File: config.mk
export PLATFORM = sky130hd
export DESIGN_NAME = page_xlate_guard
export DESIGN_NICKNAME = d
export VERILOG_FILES = /design/src/rtl/pxg_pkg.sv /design/src/rtl/pxg_table.sv /design/src/rtl/pxg_check.sv /design/src/rtl/page_xlate_guard.sv
export SDC_FILE = /design/constraint.sdc
export NUM_CORES = 1
export LEC_CHECK = 0
export BUFFER_PORTS_ARGS = -buffer_cell sky130_fd_sc_hd__buf_2
export CORE_MARGIN = 5
export CORE_UTILIZATION = 51
export CTS_CLUSTER_DIAMETER = 200
export DETAILED_ROUTE_END_ITERATION = 8
export PLACE_DENSITY = 0.68
export SLEW_MARGIN = 20
export SYNTH_ARGS = -nofsm -noshare
export SYNTH_HDL_FRONTEND = slang
export SYNTH_SLANG_ARGS = --single-unit
export TNS_END_PERCENT = 1
File: constraint.sdc
create_clock -name clk -period 2.3 [get_ports clk]
set_input_delay 0.115 -clock clk [delete_from_list [all_inputs] [get_ports clk]]
set_output_delay 0.115 -clock clk [all_outputs]
set_load 0.1 [all_outputs]
File: src/rtl/pxg_pkg.sv
package pxg_pkg;

    typedef enum logic [1:0] {
        CAUSE_NONE         = 2'd0,
        CAUSE_NOT_RESIDENT = 2'd1,
        CAUSE_PROTECT      = 2'd2,
        CAUSE_BAD_ADDR     = 2'd3
    } cause_e;

    typedef enum logic [1:0] {
        ST_IDLE    = 2'd0,
        ST_MAPPED  = 2'd1,
        ST_FAULTED = 2'd2
    } rsp_state_e;

    // Field positions inside one packed table entry
    localparam int unsigned FLD_RES = 0;
    localparam int unsigned FLD_RD  = 1;
    localparam int unsigned FLD_WR  = 2;
    localparam int unsigned FLD_PPN = 3;

endpackage

File: src/rtl/pxg_table.sv
module pxg_table #(
    parameter int unsigned IDX_W = 4,
    parameter int unsigned PPN_W = 8
) (
    input  logic             clk,
    input  logic             rst_n,
    input  logic             kernel_mode,
    input  logic             wr_req,
    input  logic [IDX_W-1:0] wr_idx,
    input  logic [PPN_W+2:0] wr_data,
    input  logic [IDX_W-1:0] rd_idx,
    output logic [PPN_W+2:0] rd_data
);
    localparam int unsigned ENTRIES = 1 << IDX_W;
    localparam int unsigned ENT_W   = PPN_W + 3;

    logic [ENTRIES-1:0][ENT_W-1:0] mem_q;
    logic [ENTRIES-1:0]            sel;
    logic                          wr_allowed;

    assign wr_allowed = wr_req && kernel_mode;

    for (genvar g = 0; g < ENTRIES; g++) begin : g_sel
        assign sel[g] = wr_allowed && (wr_idx == IDX_W'(g));
    end

    always_ff @(posedge clk) begin
        if (!rst_n) begin
            mem_q <= '0;
        end else begin
            for (int i = 0; i < ENTRIES; i++) begin
                if (sel[i]) begin
                    mem_q[i] <= wr_data;
                end
            end
        end
    end

    assign rd_data = mem_q[rd_idx];

    AST_USER_WRITE_IGNORED: assert property (@(posedge clk) disable iff (!rst_n)
        (wr_req && !kernel_mode) |=> $stable(mem_q)) else $error("user write changed table");

    AST_KERNEL_WRITE_LANDS: assert property (@(posedge clk) disable iff (!rst_n)
        (wr_req && kernel_mode) |=> (mem_q[$past(wr_idx)] == $past(wr_data))) else $error("kernel write lost");

    AST_RESET_EMPTY: assert property (@(posedge clk)
        $rose(rst_n) |-> (mem_q == '0)) else $error("table not cleared");

endmodule

File: src/rtl/pxg_check.sv
module pxg_check
    import pxg_pkg::*;
#(
    parameter int unsigned VPN_W = 8,
    parameter int unsigned IDX_W = 4,
    parameter int unsigned PPN_W = 8
) (
    input  logic [VPN_W-1:0] vpn,
    input  logic             is_write,
    input  logic [PPN_W+2:0] entry,
    output logic [IDX_W-1:0] idx,
    output cause_e           cause,
    output logic [PPN_W-1:0] ppn
);
    logic in_range;
    logic resident;
    logic allowed;

    assign idx = vpn[IDX_W-1:0];

    if (VPN_W > IDX_W) begin : g_range
        assign in_range = ~|vpn[VPN_W-1:IDX_W];
    end else begin : g_full
        assign in_range = 1'b1;
    end

    assign resident = entry[FLD_RES];
    assign allowed  = is_write ? entry[FLD_WR] : entry[FLD_RD];
    assign ppn      = entry[FLD_PPN +: PPN_W];

    // Order of checks: address range, then residency, then rights
    always_comb begin
        if (!in_range) begin
            cause = CAUSE_BAD_ADDR;
        end else if (!resident) begin
            cause = CAUSE_NOT_RESIDENT;
        end else if (!allowed) begin
            cause = CAUSE_PROTECT;
        end else begin
            cause = CAUSE_NONE;
        end
    end

endmodule

File: src/rtl/page_xlate_guard.sv
module page_xlate_guard
    import pxg_pkg::*;
#(
    parameter int unsigned VA_W  = 20,
    parameter int unsigned PA_W  = 20,
    parameter int unsigned OFF_W = 12,
    parameter int unsigned IDX_W = 4
) (
    input  logic                  clk,
    input  logic                  rst_n,
    input  logic                  kernel_mode,
    input  logic                  tbl_we,
    input  logic [IDX_W-1:0]      tbl_idx,
    input  logic                  tbl_resident,
    input  logic                  tbl_rd_ok,
    input  logic                  tbl_wr_ok,
    input  logic [PA_W-OFF_W-1:0] tbl_ppn,
    input  logic                  req_valid,
    input  logic [VA_W-1:0]       req_va,
    input  logic                  req_wr,
    output logic                  rsp_valid,
    output logic                  rsp_ok,
    output logic                  rsp_fault,
    output logic [1:0]            rsp_cause,
    output logic [PA_W-1:0]       rsp_pa,
    output logic [VA_W-1:0]       rsp_badva
);
    localparam int unsigned VPN_W = VA_W - OFF_W;
    localparam int unsigned PPN_W = PA_W - OFF_W;
    localparam int unsigned ENT_W = PPN_W + 3;

    rsp_state_e        state_q, state_d;
    logic [ENT_W-1:0]  wr_data;
    logic [ENT_W-1:0]  rd_entry;
    logic [IDX_W-1:0]  rd_idx;
    cause_e            lookup_cause;
    logic [PPN_W-1:0]  lookup_ppn;
    logic [PA_W-1:0]   pa_q;
    logic [VA_W-1:0]   va_q;
    cause_e            cause_q;

    always_comb begin
        wr_data                     = '0;
        wr_data[FLD_RES]            = tbl_resident;
        wr_data[FLD_RD]             = tbl_rd_ok;
        wr_data[FLD_WR]             = tbl_wr_ok;
        wr_data[FLD_PPN +: PPN_W]   = tbl_ppn;
    end

    pxg_table #(
        .IDX_W (IDX_W),
        .PPN_W (PPN_W)
    ) u_table (
        .clk         (clk),
        .rst_n       (rst_n),
        .kernel_mode (kernel_mode),
        .wr_req      (tbl_we),
        .wr_idx      (tbl_idx),
        .wr_data     (wr_data),
        .rd_idx      (rd_idx),
        .rd_data     (rd_entry)
    );

    pxg_check #(
        .VPN_W (VPN_W),
        .IDX_W (IDX_W),
        .PPN_W (PPN_W)
    ) u_check (
        .vpn      (req_va[VA_W-1:OFF_W]),
        .is_write (req_wr),
        .entry    (rd_entry),
        .idx      (rd_idx),
        .cause    (lookup_cause),
        .ppn      (lookup_ppn)
    );

    // Next-state logic
    always_comb begin
        state_d = state_q;
        unique case (state_q)
            ST_IDLE, ST_MAPPED, ST_FAULTED: begin
                if (!req_valid) begin
                    state_d = ST_IDLE;
                end else if (lookup_cause == CAUSE_NONE) begin
                    state_d = ST_MAPPED;
                end else begin
                    state_d = ST_FAULTED;
                end
            end
            default: state_d = ST_IDLE;
        endcase
    end

    // State register
    always_ff @(posedge clk) begin
        if (!rst_n) begin
            state_q <= ST_IDLE;
        end else begin
            state_q <= state_d;
        end
    end

    // Result capture
    always_ff @(posedge clk) begin
        if (!rst_n) begin
            pa_q    <= '0;
            va_q    <= '0;
            cause_q <= CAUSE_NONE;
        end else if (req_valid) begin
            pa_q    <= {lookup_ppn, req_va[OFF_W-1:0]};
            va_q    <= req_va;
            cause_q <= lookup_cause;
        end
    end

    // Outputs decoded from the state
    always_comb begin
        rsp_valid = 1'b0;
        rsp_ok    = 1'b0;
        rsp_fault = 1'b0;
        rsp_cause = CAUSE_NONE;
        rsp_pa    = '0;
        rsp_badva = '0;
        unique case (state_q)
            ST_IDLE: begin
            end
            ST_MAPPED: begin
                rsp_valid = 1'b1;
                rsp_ok    = 1'b1;
                rsp_pa    = pa_q;
            end
            ST_FAULTED: begin
                rsp_valid = 1'b1;
                rsp_fault = 1'b1;
                rsp_cause = cause_q;
                rsp_badva = va_q;
            end
            default: begin
            end
        endcase
    end

    AST_RESP_FOLLOWS_REQ: assert property (@(posedge clk) disable iff (!rst_n)
        req_valid |=> rsp_valid) else $error("missing response");

    AST_NO_SPURIOUS_RESP: assert property (@(posedge clk) disable iff (!rst_n)
        !req_valid |=> !rsp_valid) else $error("response without request");

    AST_OFFSET_PASSES: assert property (@(posedge clk) disable iff (!rst_n)
        rsp_ok |-> (rsp_pa[OFF_W-1:0] == $past(req_va[OFF_W-1:0]))) else $error("offset altered");

    AST_OK_XOR_FAULT: assert property (@(posedge clk) disable iff (!rst_n)
        rsp_valid |-> (rsp_ok != rsp_fault)) else $error("ok and fault disagree");

    AST_FAULT_HAS_CAUSE: assert property (@(posedge clk) disable iff (!rst_n)
        rsp_fault |-> (rsp_cause != 2'd0)) else $error("fault without cause");

    AST_BADVA_CAPTURED: assert property (@(posedge clk) disable iff (!rst_n)
        rsp_fault |-> (rsp_badva == $past(req_va))) else $error("wrong faulting address");

    AST_HIGH_VPN_FAULTS: assert property (@(posedge clk) disable iff (!rst_n)
        (req_valid && (req_va[VA_W-1:OFF_W+IDX_W] != '0)) |=> (rsp_cause == 2'd3)) else $error("out-of-table access not flagged");

endmodule

# Yosys cells after proc, flatten, opt, wreduce, memory -nomap -nowiden

Cells that the tools add are included.

Register bits: 220
Input bits: 41
Output and inout port bits: 45
Logic and storage cells: 75

$lt $le $gt $ge: 1
Equality and inequality tests: 17
Multiplexer cells: 13
Reductions and logical operators: 24

Operator list:

| kind                 | count |
|---|---|
| $bmux W11 S4         | 1 |
| $mux W20             | 2 |
| $eq A4 B4 Y1 const B | 8 |
| $logic_and A1 B1 Y1  | 17 |
| $eq A4 B3 Y1 const B | 4 |
| $mux W11             | 1 |
| $mux W2              | 5 |
| $eq A4 B2 Y1 const B | 2 |
| $lt A4 B5 Y1 const B | 1 |
| $eq A4 B1 Y1 const B | 1 |
| $logic_not A2 Y1     | 2 |
| $logic_not A4 Y1     | 1 |
| $mux W1              | 4 |
| $reduce_or A4 Y1     | 1 |
| $reduce_and A3 Y1    | 1 |
| $reduce_or A3 Y1     | 1 |
| $eq A2 B1 Y1 const B | 1 |
| $eq A2 B2 Y1 const B | 1 |
| $reduce_or A2 Y1     | 1 |

# Depth between registers and ports, before layout

Depth after elaboration: 8
Depth in mapped cells: 9
Gate-level depth less buffers: 6

# Modules after synthesis

Synthesis repeated with hierarchy kept, for this count alone.

Cell total of the unflattened synthesis: 1102
Area, all modules: 10354.9 µm²

By module, submodules not included:

| module           | times used | cells each | area an instance (µm²) | seq. area each (µm²) |
|---|---|---|---|---|
| pxg_table        | 1          | 928        | 8629.5                 | 3523.4 |
| page_xlate_guard | 1          | 157        | 1595.3                 | 640.6 |
| pxg_check        | 1          | 17         | 130.1                  | 0.0 |

# Worst setup path after synthesis

No wires, ideal clock.

Path type: flip-flop to output port
Start point: register state_q[0]
End point: output rsp_badva[0]
Data arrival time: 2233 ps
Data required time: 2185 ps
Path slack: -48 ps
Stages on the path, launching flop included: 5
Buffers on the path: 1
Cell sequence: dfxtp_1 > inv_1 > ha_1 > clkbuf_1 > and2_1

Longest elaborated chain between the ends: 2

RTL lines:

| item                   | RTL line                | RTL |
|---|---|---|
| from (decl)            | page_xlate_guard.sv:32  | `rsp_state_e state_q, state_d;` |
| from (signal assigned) | page_xlate_guard.sv:99  | `state_q <= state_d;` |
| $eq A2 B2 Y1           | page_xlate_guard.sv:124 | `unique case (state_q)` |
| $mux W20               | page_xlate_guard.sv:124 |  |
| to (decl)              | page_xlate_guard.sv:26  | `output logic [VA_W-1:0] rsp_badva` |

No other way between the ends.

# Worst setup path in the final report

Start point: register state_q[1]
End point: output rsp_pa[12]

Longest elaborated chain between the ends: 2

RTL lines:

| item         | RTL line                | RTL |
|---|---|---|
| $eq A2 B1 Y1 | page_xlate_guard.sv:124 |  |
| $mux W20     | page_xlate_guard.sv:124 |  |
| to (decl)    | page_xlate_guard.sv:25  | `output logic [PA_W-1:0] rsp_pa,` |

No other way between the ends.

==> flow_metrics.env <==
export IMPL_chipHeight_um=146.9
export IMPL_path_clk_slew_ns=0.06
export IMPL_synth_distinct_cells=31
export IMPL_worst_slew_pin_slew_ns=0.7356
export IMPL_wire_per_inst_um=19.43
export IMPL_fill_cells=1568
export IMPL_period_minus_slack_ns=2.082
export IMPL_track_usage_pct=22.70
export IMPL_nNetsFinal=1063
export IMPL_path_class="register to output port"
export IMPL_clockBufferDepth=3
export IMPL_crit_path_end_kind="output port"
export IMPL_drive_above_1_share_pct=19.55
export IMPL_synth_nets=982
export IMPL_cts_buffers=22
export IMPL_p_int_w=0.006089
export IMPL_relSlewSlack_pct=50.96
export IMPL_dp_hpwl_um=15880
export IMPL_cap_violations=0
export IMPL_die_area_sq_um=21590
export IMPL_grt_pass1_wl_um=39250
export IMPL_total_power_w=0.007896
export IMPL_ant_nets=0
export IMPL_synthTopCellsByArea="dfxtp_1, mux2i_1, mux4_2, nor2b_1, nand2_1"
export IMPL_clock_latency_ns=0.50
export IMPL_first_pass_iters=7
export IMPL_ir_drop_v=0.0004602
export IMPL_htreeDepth=1
export IMPL_syn_inst=938
export IMPL_hold_viol_final=0
export IMPL_cts_tree="done"
export IMPL_cp_data_arrival_time_ns=1.97
export IMPL_finalSetupViolCount=0
export IMPL_comb_power_share_pct=7.6
export IMPL_maxClockFrequency_mhz=480.3
export IMPL_die_w_um=146.9
export IMPL_status="complete, no violations"
export IMPL_first_global_vias=6839
export IMPL_diodes=0
export IMPL_cts_hold_buffers_added=18
export IMPL_wirelength_um=24610
export IMPL_yosys_register_bits=208
export IMPL_cts_sinks=208
export IMPL_worst_path_largest_cell_delay_ns=0.43
export IMPL_crit_fanout=16
export IMPL_netlist_area_leader_share_pct=43.54
export IMPL_pwr_share_clk_pct=45.9
export IMPL_cts_resized=0
export IMPL_crit_slowest_cell="buf_2"
export IMPL_viasPerCell=5.399
export IMPL_io_pins=86
export IMPL_critical_path_required_ns=2.18
export IMPL_syn_area_per_cell_sq_um=10.20
export IMPL_slew_viol_final=0
export IMPL_post_cts_setup_buffers=0
export IMPL_drtIter0Drc=470
export IMPL_finalWeightedCongestion=0.8514
export IMPL_core_area_sq_um=18580
export IMPL_worst_slack_ns=0.2181
export IMPL_grt_overflow=0
export IMPL_drt_drc_violations_left=0
export IMPL_path_cells="inv_1 -> ha_1 -> buf_4 -> and2_1 -> buf_2"
export IMPL_synthToLayoutAreaGrowth_pct=16.85
export IMPL_critPathLaunchType="register"
export IMPL_num_rows=50
export IMPL_p_switching_w=0.001807
export IMPL_synth_area_sq_um=9563
export IMPL_synth_warnings=0
export IMPL_antenna_found_initial=0
export IMPL_min_path_type="input pin to register"
export IMPL_synth_top_area_cell="dfxtp_1"
export IMPL_rsz0062_at_grt="no"
export IMPL_p_leak_nw=4.298
export IMPL_swShare_pct=22.88
export IMPL_num_vias=6840
export IMPL_dp_slack_ns=0.3153
export IMPL_clock_skew_ns=0.01283
export IMPL_portBuffers=85
export IMPL_powerDensity_nw_per_um2=706.6
export IMPL_grt_max_degree=114
export IMPL_fin_crit_sh_pct=90.52
export IMPL_ys_seq_area_share_pct=43.54
export IMPL_cts_root_buf="clkbuf_16"
export IMPL_initial_core_util_pct=51.47
export IMPL_seq_power_share_pct=46.6
==> per-stage QoR <==
| step | TNS [ns] | util, % | cell area, sq um | instances | hold WS, ns |
|---|---|---|---|---|---|
| after floorplan | -0.4198 | - | 9565 | 938 | 0.2841 |
| after global routing | 0 | 60.14 | 11170 | 1267 | 0.03566 |
| after CTS | 0 | 60.14 | 11170 | 1267 | 0.0001532 |
| final | 0 | 60.14 | 11170 | 1267 | 0.01359 |
| after global placement | 0 | 55.16 | 10250 | 1211 | 0.3767 |
| after detailed placement | 0 | 55.16 | 10250 | 1211 | 0.3743 |
==> power by group through the flow <==
stage                     Sequential, W  Clock [W]  Combinational [W]
final                           0.00368    0.00362           0.000598
after global routing            0.00368    0.00385           0.000641
after CTS                       0.00368    0.00367           0.000598
after detailed placement        0.00376          0           0.000573
after global placement          0.00375          0           0.000570
after floorplan                 0.00375          0           0.000416
==> registers in the layout (all words and copies together), names as in the netlist <==
name	flops
u_table.mem_q	176
cause_q	2
state_q	2
pa_q	20
va_q	8
==> per-layer routing <==
| metal | routed length, um | part of all wire [%] | GRT usage (%) |
|---|---|---|---|
| met1 | 11430 | 46 | 31.83 |
| met2 | 11240 | 46 | 36.67 |
| met3 | 1538 | 6.2 | 4.473 |
| met4 | 403 | 1.6 | 5.079 |
| met5 | 0 | 0 | 0 |
==> synth_stat cells <==
cell type and instances:
or2_2 1, a22oi_1 4, nand3_1 14, and2_1 44, inv_1 3, buf_4 1
and3_1 1, nor2_1 16, buf_1 4, nand2_1 139, a21boi_0 55, dfxtp_1 208
nand4b_1 1, clkinv_1 1, a21oi_1 5, nor4_1 2, a211oi_2 1, nor3_1 4
or3_1 2, and2_4 1, nand2b_1 6, clkbuf_1 56, ha_1 3, buf_2 16
o21ai_0 2, a31oi_1 1, nor2b_1 143, mux2i_1 157, nand4_1 1, buf_6 1
mux4_2 45
==> cell type report <==
cell class / count / area [sq um] / share of cell area [%]
clock buffer: 31 / 655.6 / 5.867
clock inverter: 7 / 90.09 / 0.8062
inverter: 4 / 15.01 / 0.1344
multi-input combinational: 648 / 5069 / 45.36
sequential: 208 / 4164 / 37.26
tap: 234 / 292.8 / 2.620
timing repair buffer: 135 / 888.4 / 7.950
==> final timing paths <==
check,from,end,slack [ns],cells after the start
max,state_q[1],rsp_pa[12],0.22,5
min reg2reg,u_table.mem_q[123],u_table.mem_q[123],0.47,2
min,tbl_resident,u_table.mem_q[44],0.01,3
max reg2reg,u_table.mem_q[143],state_q[1],0.60,4
==> worst max-delay path, delay by kind of cell (launching register included) <==
kind / cells / cell delay [ns]
simple gates: 1 / 0.14
flops: 1 / 0.33
fa+ha+maj: 1 / 0.27
buf+inv: 3 / 0.72
==> cells in the final DEF (no fill, tap or decap), drive strengths merged, types with 5 or more instances in the layout <==
master	count
buf	117
mux2i	157
clkbuf	31
nand2b	6
nand3	14
nand2	139
and2	45
a21boi	55
dlygate4sd3	18
nor2	16
dfxtp	208
a21oi	5
nor2b	143
mux4	45
==> cell families (layout without fill, tap and decap cells) <==
group	count (synthesis)	in the layout	synth area share, %
compound gates	68	68	5.194
fa+ha+maj	3	3	0.3926
buf+inv	82	177	3.546
flops	208	208	43.54
mux	202	202	27.03
simple gates	375	375	20.29
(Power assumes the default switching activity.)
